===== config.mk =====
export PLATFORM = sky130hd
export DESIGN_NAME = interval_timer
export DESIGN_NICKNAME = d
export VERILOG_FILES = /design/src/rtl/itmr_pkg.sv /design/src/rtl/itmr_ctrl_reg.sv /design/src/rtl/itmr_prescaler.sv /design/src/rtl/itmr_downcount.sv /design/src/rtl/interval_timer.sv
export SDC_FILE = /design/constraint.sdc
export NUM_CORES = 1
export LEC_CHECK = 0
export BUFFER_PORTS_ARGS = -buffer_cell sky130_fd_sc_hd__buf_2
export CAP_MARGIN = 20
export CORE_MARGIN = 10
export CORE_UTILIZATION = 60
export DETAILED_ROUTE_END_ITERATION = 7
export PLACE_DENSITY = 0.86
export SLEW_MARGIN = 40
export SYNTH_ARGS = -nofsm -noshare
export SYNTH_HDL_FRONTEND = slang
export SYNTH_SLANG_ARGS = --single-unit
export TNS_END_PERCENT = 5

===== constraint.sdc =====
create_clock -name clk -period 4.89 [get_ports clk]
set_input_delay 0 -clock clk [delete_from_list [all_inputs] [get_ports clk]]
set_output_delay 0 -clock clk [all_outputs]
set_load 0.005 [all_outputs]

===== src/rtl/itmr_pkg.sv =====
package itmr_pkg;

    // Control register layout, MSB first
    typedef struct packed {
        logic       spare;    // bit 7: storage only
        logic       halt;     // bit 6: freeze / power-down
        logic       rep_en;   // bit 5: repeat after expiry
        logic       run;      // bit 4: clock the prescaler
        logic [3:0] div_sel;  // bits 3:0: prescale code N
    } ctrl_t;

    localparam int CTRL_W = $bits(ctrl_t);

    localparam logic SEL_CTRL = 1'b0;
    localparam logic SEL_CNT  = 1'b1;

endpackage


===== src/rtl/itmr_ctrl_reg.sv =====
module itmr_ctrl_reg
    import itmr_pkg::*;
(
    input  logic              clk,
    input  logic              rst_n,
    input  logic              wr_i,
    input  logic [CTRL_W-1:0] wdata_i,
    output ctrl_t             ctrl_o
);

    typedef struct packed {
        ctrl_t ctrl;
    } state_t;

    state_t st_d, st_q;

    always_comb begin
        st_d = st_q;
        if (wr_i) begin
            st_d.ctrl = ctrl_t'(wdata_i);
        end
    end

    always_ff @(posedge clk or negedge rst_n) begin
        if (!rst_n) begin
            st_q <= '0;
        end else begin
            st_q <= st_d;
        end
    end

    assign ctrl_o = st_q.ctrl;

    AST_CTRL_WRITE_TAKEN: assert property (@(posedge clk) disable iff (!rst_n)
        wr_i |=> ctrl_o == ctrl_t'($past(wdata_i)))
        else $error("control write not stored");

endmodule


===== src/rtl/itmr_prescaler.sv =====
module itmr_prescaler #(
    parameter int DIV_W = 4
) (
    input  logic             clk,
    input  logic             rst_n,
    input  logic             run_i,
    input  logic             restart_i,
    input  logic [DIV_W-1:0] div_i,
    output logic             tick_o
);

    localparam int PRE_W = 1 << DIV_W;

    typedef struct packed {
        logic [PRE_W-1:0] phase;
    } state_t;

    state_t st_d, st_q;

    logic [DIV_W:0]   shamt;
    logic [PRE_W:0]   span;
    logic [PRE_W-1:0] term;

    always_comb begin
        shamt  = {1'b0, div_i} + {{DIV_W{1'b0}}, 1'b1};
        span   = (PRE_W+1)'(1) << shamt;
        term   = span[PRE_W-1:0] - PRE_W'(1);
        // >= keeps a shrunk ratio from stalling when the phase is already past it
        tick_o = run_i && (st_q.phase >= term);

        st_d = st_q;
        if (restart_i) begin
            st_d.phase = '0;
        end else if (run_i) begin
            st_d.phase = tick_o ? '0 : st_q.phase + PRE_W'(1);
        end
    end

    always_ff @(posedge clk or negedge rst_n) begin
        if (!rst_n) begin
            st_q <= '0;
        end else begin
            st_q <= st_d;
        end
    end

    AST_TICK_SPACED: assert property (@(posedge clk) disable iff (!rst_n)
        tick_o |=> !tick_o)
        else $error("prescaler ticked on consecutive cycles");

    AST_PHASE_FROZEN: assert property (@(posedge clk) disable iff (!rst_n)
        (!run_i && !restart_i) |=> !tick_o || $past(tick_o))
        else $error("prescaler advanced while stopped");

endmodule


===== src/rtl/itmr_downcount.sv =====
module itmr_downcount #(
    parameter int CNT_W = 16
) (
    input  logic             clk,
    input  logic             rst_n,
    input  logic             load_i,
    input  logic [CNT_W-1:0] load_val_i,
    input  logic             tick_i,
    input  logic             rep_i,
    output logic [CNT_W-1:0] count_o,
    output logic             irq_o
);

    typedef struct packed {
        logic [CNT_W-1:0] cnt;
        logic [CNT_W-1:0] per;
        logic             irq;
    } state_t;

    state_t st_d, st_q;

    always_comb begin
        st_d     = st_q;
        st_d.irq = 1'b0;
        if (load_i) begin
            // a write outranks a tick on the same edge
            st_d.cnt = load_val_i;
            st_d.per = load_val_i;
        end else if (tick_i && st_q.cnt != '0) begin
            if (st_q.cnt == CNT_W'(1)) begin
                st_d.irq = 1'b1;
                st_d.cnt = rep_i ? st_q.per : '0;
            end else begin
                st_d.cnt = st_q.cnt - CNT_W'(1);
            end
        end
    end

    always_ff @(posedge clk or negedge rst_n) begin
        if (!rst_n) begin
            st_q <= '0;
        end else begin
            st_q <= st_d;
        end
    end

    assign count_o = st_q.cnt;
    assign irq_o   = st_q.irq;

    AST_IRQ_SINGLE: assert property (@(posedge clk) disable iff (!rst_n)
        irq_o |=> !irq_o)
        else $error("interrupt longer than one cycle");

    AST_IRQ_FROM_ONE: assert property (@(posedge clk) disable iff (!rst_n)
        $rose(irq_o) |-> $past(count_o) == CNT_W'(1))
        else $error("interrupt without a 1-to-0 step");

    AST_ZERO_STAYS: assert property (@(posedge clk) disable iff (!rst_n)
        (!load_i && count_o == '0) |=> count_o == '0 && !irq_o)
        else $error("idle counter moved");

    AST_RELOAD_VALUE: assert property (@(posedge clk) disable iff (!rst_n)
        irq_o |-> count_o == ($past(rep_i) ? st_q.per : '0))
        else $error("wrong count after expiry");

    AST_LOAD_BOTH: assert property (@(posedge clk) disable iff (!rst_n)
        load_i |=> count_o == $past(load_val_i) && st_q.per == $past(load_val_i) && !irq_o)
        else $error("counter write not taken");

endmodule


===== src/rtl/interval_timer.sv =====
module interval_timer
    import itmr_pkg::*;
#(
    parameter int CNT_W = 16,
    parameter int DIV_W = 4
) (
    input  logic             clk,
    input  logic             rst_n,
    input  logic             bus_we,
    input  logic             bus_re,
    input  logic             bus_sel,
    input  logic [CNT_W-1:0] bus_wdata,
    output logic [CNT_W-1:0] bus_rdata,
    input  logic             ext_disable,
    output logic             timeout_irq
);

    localparam int PAD_W = CNT_W - CTRL_W;

    ctrl_t            ctrl;
    logic             wr_ctrl;
    logic             wr_cnt;
    logic             active;
    logic             tick;
    logic [CNT_W-1:0] count;

    always_comb begin
        wr_ctrl = bus_we && (bus_sel == SEL_CTRL);
        wr_cnt  = bus_we && (bus_sel == SEL_CNT);
        active  = ctrl.run && !ctrl.halt && !ext_disable;
    end

    itmr_ctrl_reg u_ctrl (
        .clk     (clk),
        .rst_n   (rst_n),
        .wr_i    (wr_ctrl),
        .wdata_i (bus_wdata[CTRL_W-1:0]),
        .ctrl_o  (ctrl)
    );

    itmr_prescaler #(
        .DIV_W (DIV_W)
    ) u_pre (
        .clk       (clk),
        .rst_n     (rst_n),
        .run_i     (active),
        .restart_i (wr_cnt),
        .div_i     (ctrl.div_sel),
        .tick_o    (tick)
    );

    itmr_downcount #(
        .CNT_W (CNT_W)
    ) u_cnt (
        .clk        (clk),
        .rst_n      (rst_n),
        .load_i     (wr_cnt),
        .load_val_i (bus_wdata),
        .tick_i     (tick),
        .rep_i      (ctrl.rep_en),
        .count_o    (count),
        .irq_o      (timeout_irq)
    );

    always_comb begin
        if (!bus_re) begin
            bus_rdata = '0;
        end else if (bus_sel == SEL_CNT) begin
            bus_rdata = count;
        end else begin
            bus_rdata = {{PAD_W{1'b0}}, ctrl};
        end
    end

    AST_FROZEN_HOLD: assert property (@(posedge clk) disable iff (!rst_n)
        (!active && !wr_cnt) |=> $stable(count) && !timeout_irq)
        else $error("counter moved while frozen");

    AST_UPPER_ZERO: assert property (@(posedge clk) disable iff (!rst_n)
        (bus_re && bus_sel == SEL_CTRL) |-> bus_rdata[CNT_W-1:CTRL_W] == '0)
        else $error("unstored control bits read non-zero");

    AST_IDLE_BUS: assert property (@(posedge clk) disable iff (!rst_n)
        !bus_re |-> bus_rdata == '0)
        else $error("read data driven without read strobe");

endmodule


==> results.yml <==
route:
  wire_per_inst_um: 19.1
  ant_nets: 0
  wl_mm: 11.3
  dr.pass1.iters: 5
  route.detailed.drc: 0
  drt_iter0_drc: 491
  vias_per_cell: 6.70
  vias: 3962
synth:
  ys_types: 71
  ys_ff_latch: 57
  yosysSeqAreaShare_pct: 34.9
  synth.avg_cell_area_um2: 8.84
  synth_ff_type: "dfrtp_1"
  synthesis.area_um2: 4080
  yosysWarnings: 0
  async_flop_share_pct: 100
  synth-edff-count: 0
  syn-instance-count: 462
pwr:
  intPower_uw: 855
  comb_power_share_pct: 24.0
  clkPwrFrac_pct: 31.2
  p_sw_share_pct: 33.1
  p_switching_uw: 422
  peakVddDrop_v: 0.000180
  powerDensity_nw_per_um2: 276
  seqPwrFrac_pct: 44.7
  p_leak_nw: 2.10
outcome:
  outcome: "finished clean"
place:
  io_buffer_count: 38
  globalplace.congestion: 0.931
  place_inst: 558
  hpwl_mm: 7.71
cts:
  cts_resized: 0
  numClockSinks: 57
  clkTransAtPathRegs_ns: 0.06
  cts_tree: "yes"
  htreeDepth: 3
  cts_root_buf: "clkbuf_8"
  clk_path_buf_depth: 2
  cts_buffers: 9
  clk_latency_ns: 0.35
sta:
  skew_ns: 0.00674
  slew_violations: 0
  tightest_slew_ns: 0.762
  finalSetupViolCount: 0
  fmax_mhz: 239
  hold_violations: 0
  maxSlewHeadroom_pct: 48.9
  period_share_pct: 85.6
  timing.setup.tns_ns: 0
  rsz0062_at_grt: "false"
  holdWs_ns: 0.0253
  fin_crit_ns: 4.18
hold_path:
  holdPathEnd: "u_cnt.st_q[9]$_DFFE_PN0P_"
  holdPathStages: 3
  hp-class: "in2reg"
  min_from: "bus_wdata[8]"
critical_path:
  cp_max_fo: 22
  crit_path_start_kind: "flip-flop"
  end_kind: "flip-flop"
  rr_worst_depth: 16
  startpoint: "u_ctrl.ctrl_o[2]$_DFFE_PN0P_"
  worstPathRequired_ns: 5.12
  worstSetupPathType: "reg2reg"
  worst_ep_arrival_time_ns: 4.41
  r2r_start: "u_ctrl.ctrl_o[2]$_DFFE_PN0P_"
  rrSetupSlack_ns: 0.71
  r2r_end: "u_pre.st_q[3]$_DFFE_PN0P_"
global_route:
  antenna_found_initial: 0
  grt_pass1_vias: 3799
  grt_use_total_pct: 22.2
  overflow: 0
  grt_pass1_wl_mm: 18.7
  grt_max_degree: 58
die:
  rows: 30
  dieArea_um2: 10500
  floorplan.initialDensity_pct: 60.8
  die_h_um: 103
  core_area_um2: 6720
  die_w_um: 103
  io_pins: 39
cells_and_area:
  n_antenna_cell: 0
  area_growth_pct: 13.3
  layoutNonFillerInstCount: 591
  final_common_cell: "nand2_1"
  layout_common_cells: "nand2_1, dfrtp_1, buf_2, a21oi_1, nor2_1"
  nets: 548
  drive_above_1_share_pct: 18.4
run:
  drv_cap: 0
## synthesized netlist by cell type (all sizes together), types with 2 or more instances
| library cell | count | area [µm²] |
|---|---|---|
| o21a | 5 | 37.5 |
| o21ai | 18 | 93.8 |
| a21oi | 37 | 196 |
| ha | 20 | 250 |
| nand4b | 2 | 17.5 |
| nor4b | 4 | 50.1 |
| a221o | 3 | 30.0 |
| nor2b | 11 | 68.8 |
| a21o | 5 | 37.5 |
| a211o | 2 | 17.5 |
| o311ai | 5 | 51.3 |
| o22ai | 2 | 12.5 |
| nor3b | 2 | 15.0 |
| o41ai | 2 | 17.5 |
| nand4 | 4 | 31.3 |
| dfrtp | 57 | 1430 |
| nor2 | 28 | 110 |
| and3 | 12 | 75.1 |
| nor4 | 7 | 71.3 |
| or3 | 2 | 12.5 |
| a2111oi | 2 | 36.3 |
| mux2 | 11 | 124 |
| clkbuf | 15 | 56.3 |
| a41oi | 4 | 35.0 |
| nand2b | 7 | 51.3 |
| o211ai | 7 | 52.6 |
| and2 | 4 | 25.0 |
| nand2 | 75 | 289 |
| or4 | 4 | 33.8 |
| o31a | 3 | 26.3 |
| mux2i | 9 | 90.1 |
| a31oi | 15 | 93.8 |
| o22a | 2 | 17.5 |
| inv | 8 | 30.0 |
| a32oi | 2 | 17.5 |
| a221oi | 6 | 71.3 |
| nor3 | 12 | 85.1 |
| a22o | 2 | 17.5 |
| buf | 14 | 96.3 |
| o31ai | 3 | 22.5 |
| nand3 | 14 | 70.1 |
| and4 | 4 | 35.0 |
## layout make-up
class,count,area [µm²]
repair buffers,61,403
clock inverters,3,15.0
well taps,80,100
clock buffers,13,159
inverters,8,30.0
flip-flops and latches,57,1430
multi-input cells,369,2490
fillers,522,2090
## layer usage
| metal | part of all wire [%] | up-vias | GRT usage (%) |
|---|---|---|---|
| met5 | 0 | - | 0 |
| met4 | 3.2 | 0 | 10.4 |
| met3 | 9.6 | 43 | 5.50 |
| met2 | 45 | 245 | 32.4 |
| met1 | 43 | 1861 | 30.1 |
| li1 | - | 1813 | - |
## stage by stage
step / power, mW / util (%) / cell area [µm²] / worst slack (ns)
2_1_floorplan: 0.779 / - / 4090 / 1.45
3_3_place_gp: 0.850 / 63.7 / 4280 / 0.894
3_5_place_dp: 0.867 / 63.7 / 4280 / 0.710
4_1_cts: 1.27 / 68.7 / 4610 / 0.656
5_1_grt: 1.34 / 68.9 / 4630 / 0.356
6_report: 1.28 / 68.9 / 4630 / 0.706
## power by group through the flow
stage | Clock, mW | Combinational [mW] | Sequential [mW]
after floorplan | 0 | 0.232 | 0.548
after global placement | 0 | 0.277 | 0.573
after detailed placement | 0 | 0.289 | 0.578
after CTS | 0.403 | 0.302 | 0.570
after global routing | 0.423 | 0.340 | 0.578
final | 0.399 | 0.307 | 0.572
## worst max-delay path by stage
stage          cells past startpoint  slack, ns                            to
2_1_floorplan                     15       1.45  u_cnt.count_o[2]$_DFFE_PN0P_
3_3_place_gp                      14       0.89    u_pre.st_q[12]$_DFFE_PN0P_
3_5_place_dp                      15       0.71    u_pre.st_q[12]$_DFFE_PN0P_
4_1_cts                           15       0.66    u_pre.st_q[12]$_DFFE_PN0P_
5_1_grt                           15       0.36     u_pre.st_q[2]$_DFFE_PN0P_
6_report                          16       0.71     u_pre.st_q[3]$_DFFE_PN0P_
## sequential cells by signal (all words and copies together), names as in the netlist
signal / flops
u_cnt.irq_o: 1
u_cnt.count_o: 16
u_ctrl.ctrl_o: 8
u_cnt.st_q: 16
u_pre.st_q: 16
## kinds of logic (layout without fill, tap and decap cells)
kind of cell	Yosys count	after routing	share of synthesized area, %
DFF	57	57	34.9
and+or+nand+nor	196	196	26.2
adders and majority gates	20	20	6.13
xor gates and xnor gates	1	1	0.214
AOI/OAI and AO/OA	130	130	22.7
other	1	2	0.0918
muxes	20	20	5.24
buffers and inverters	37	85	4.47
## worst max-delay path: stages (launching register included)
cell      delay, ns
dfrtp_1        0.75
nor2_1         0.20
nand2b_1       0.13
ha_1           0.24
nand2b_1       0.11
nor3_1         0.15
a31oi_1        0.07
o22a_1         0.24
ha_1           0.29
and4_1         0.23
nand2_1        0.10
nor4_2         0.64
nor4_4         0.16
buf_4          0.22
buf_4          0.15
a21o_1         0.15
a22o_1         0.22
## what timing repair did
action | 4_1_cts | 5_1_grt
endpoints found under the hold margin | 89 | 0
buffers inserted | 0 | 0
hold buffers | 16 | 0
endpoints found under the setup margin | 0 | 0
No activity file was read; power rests on OpenSTA's default activity.
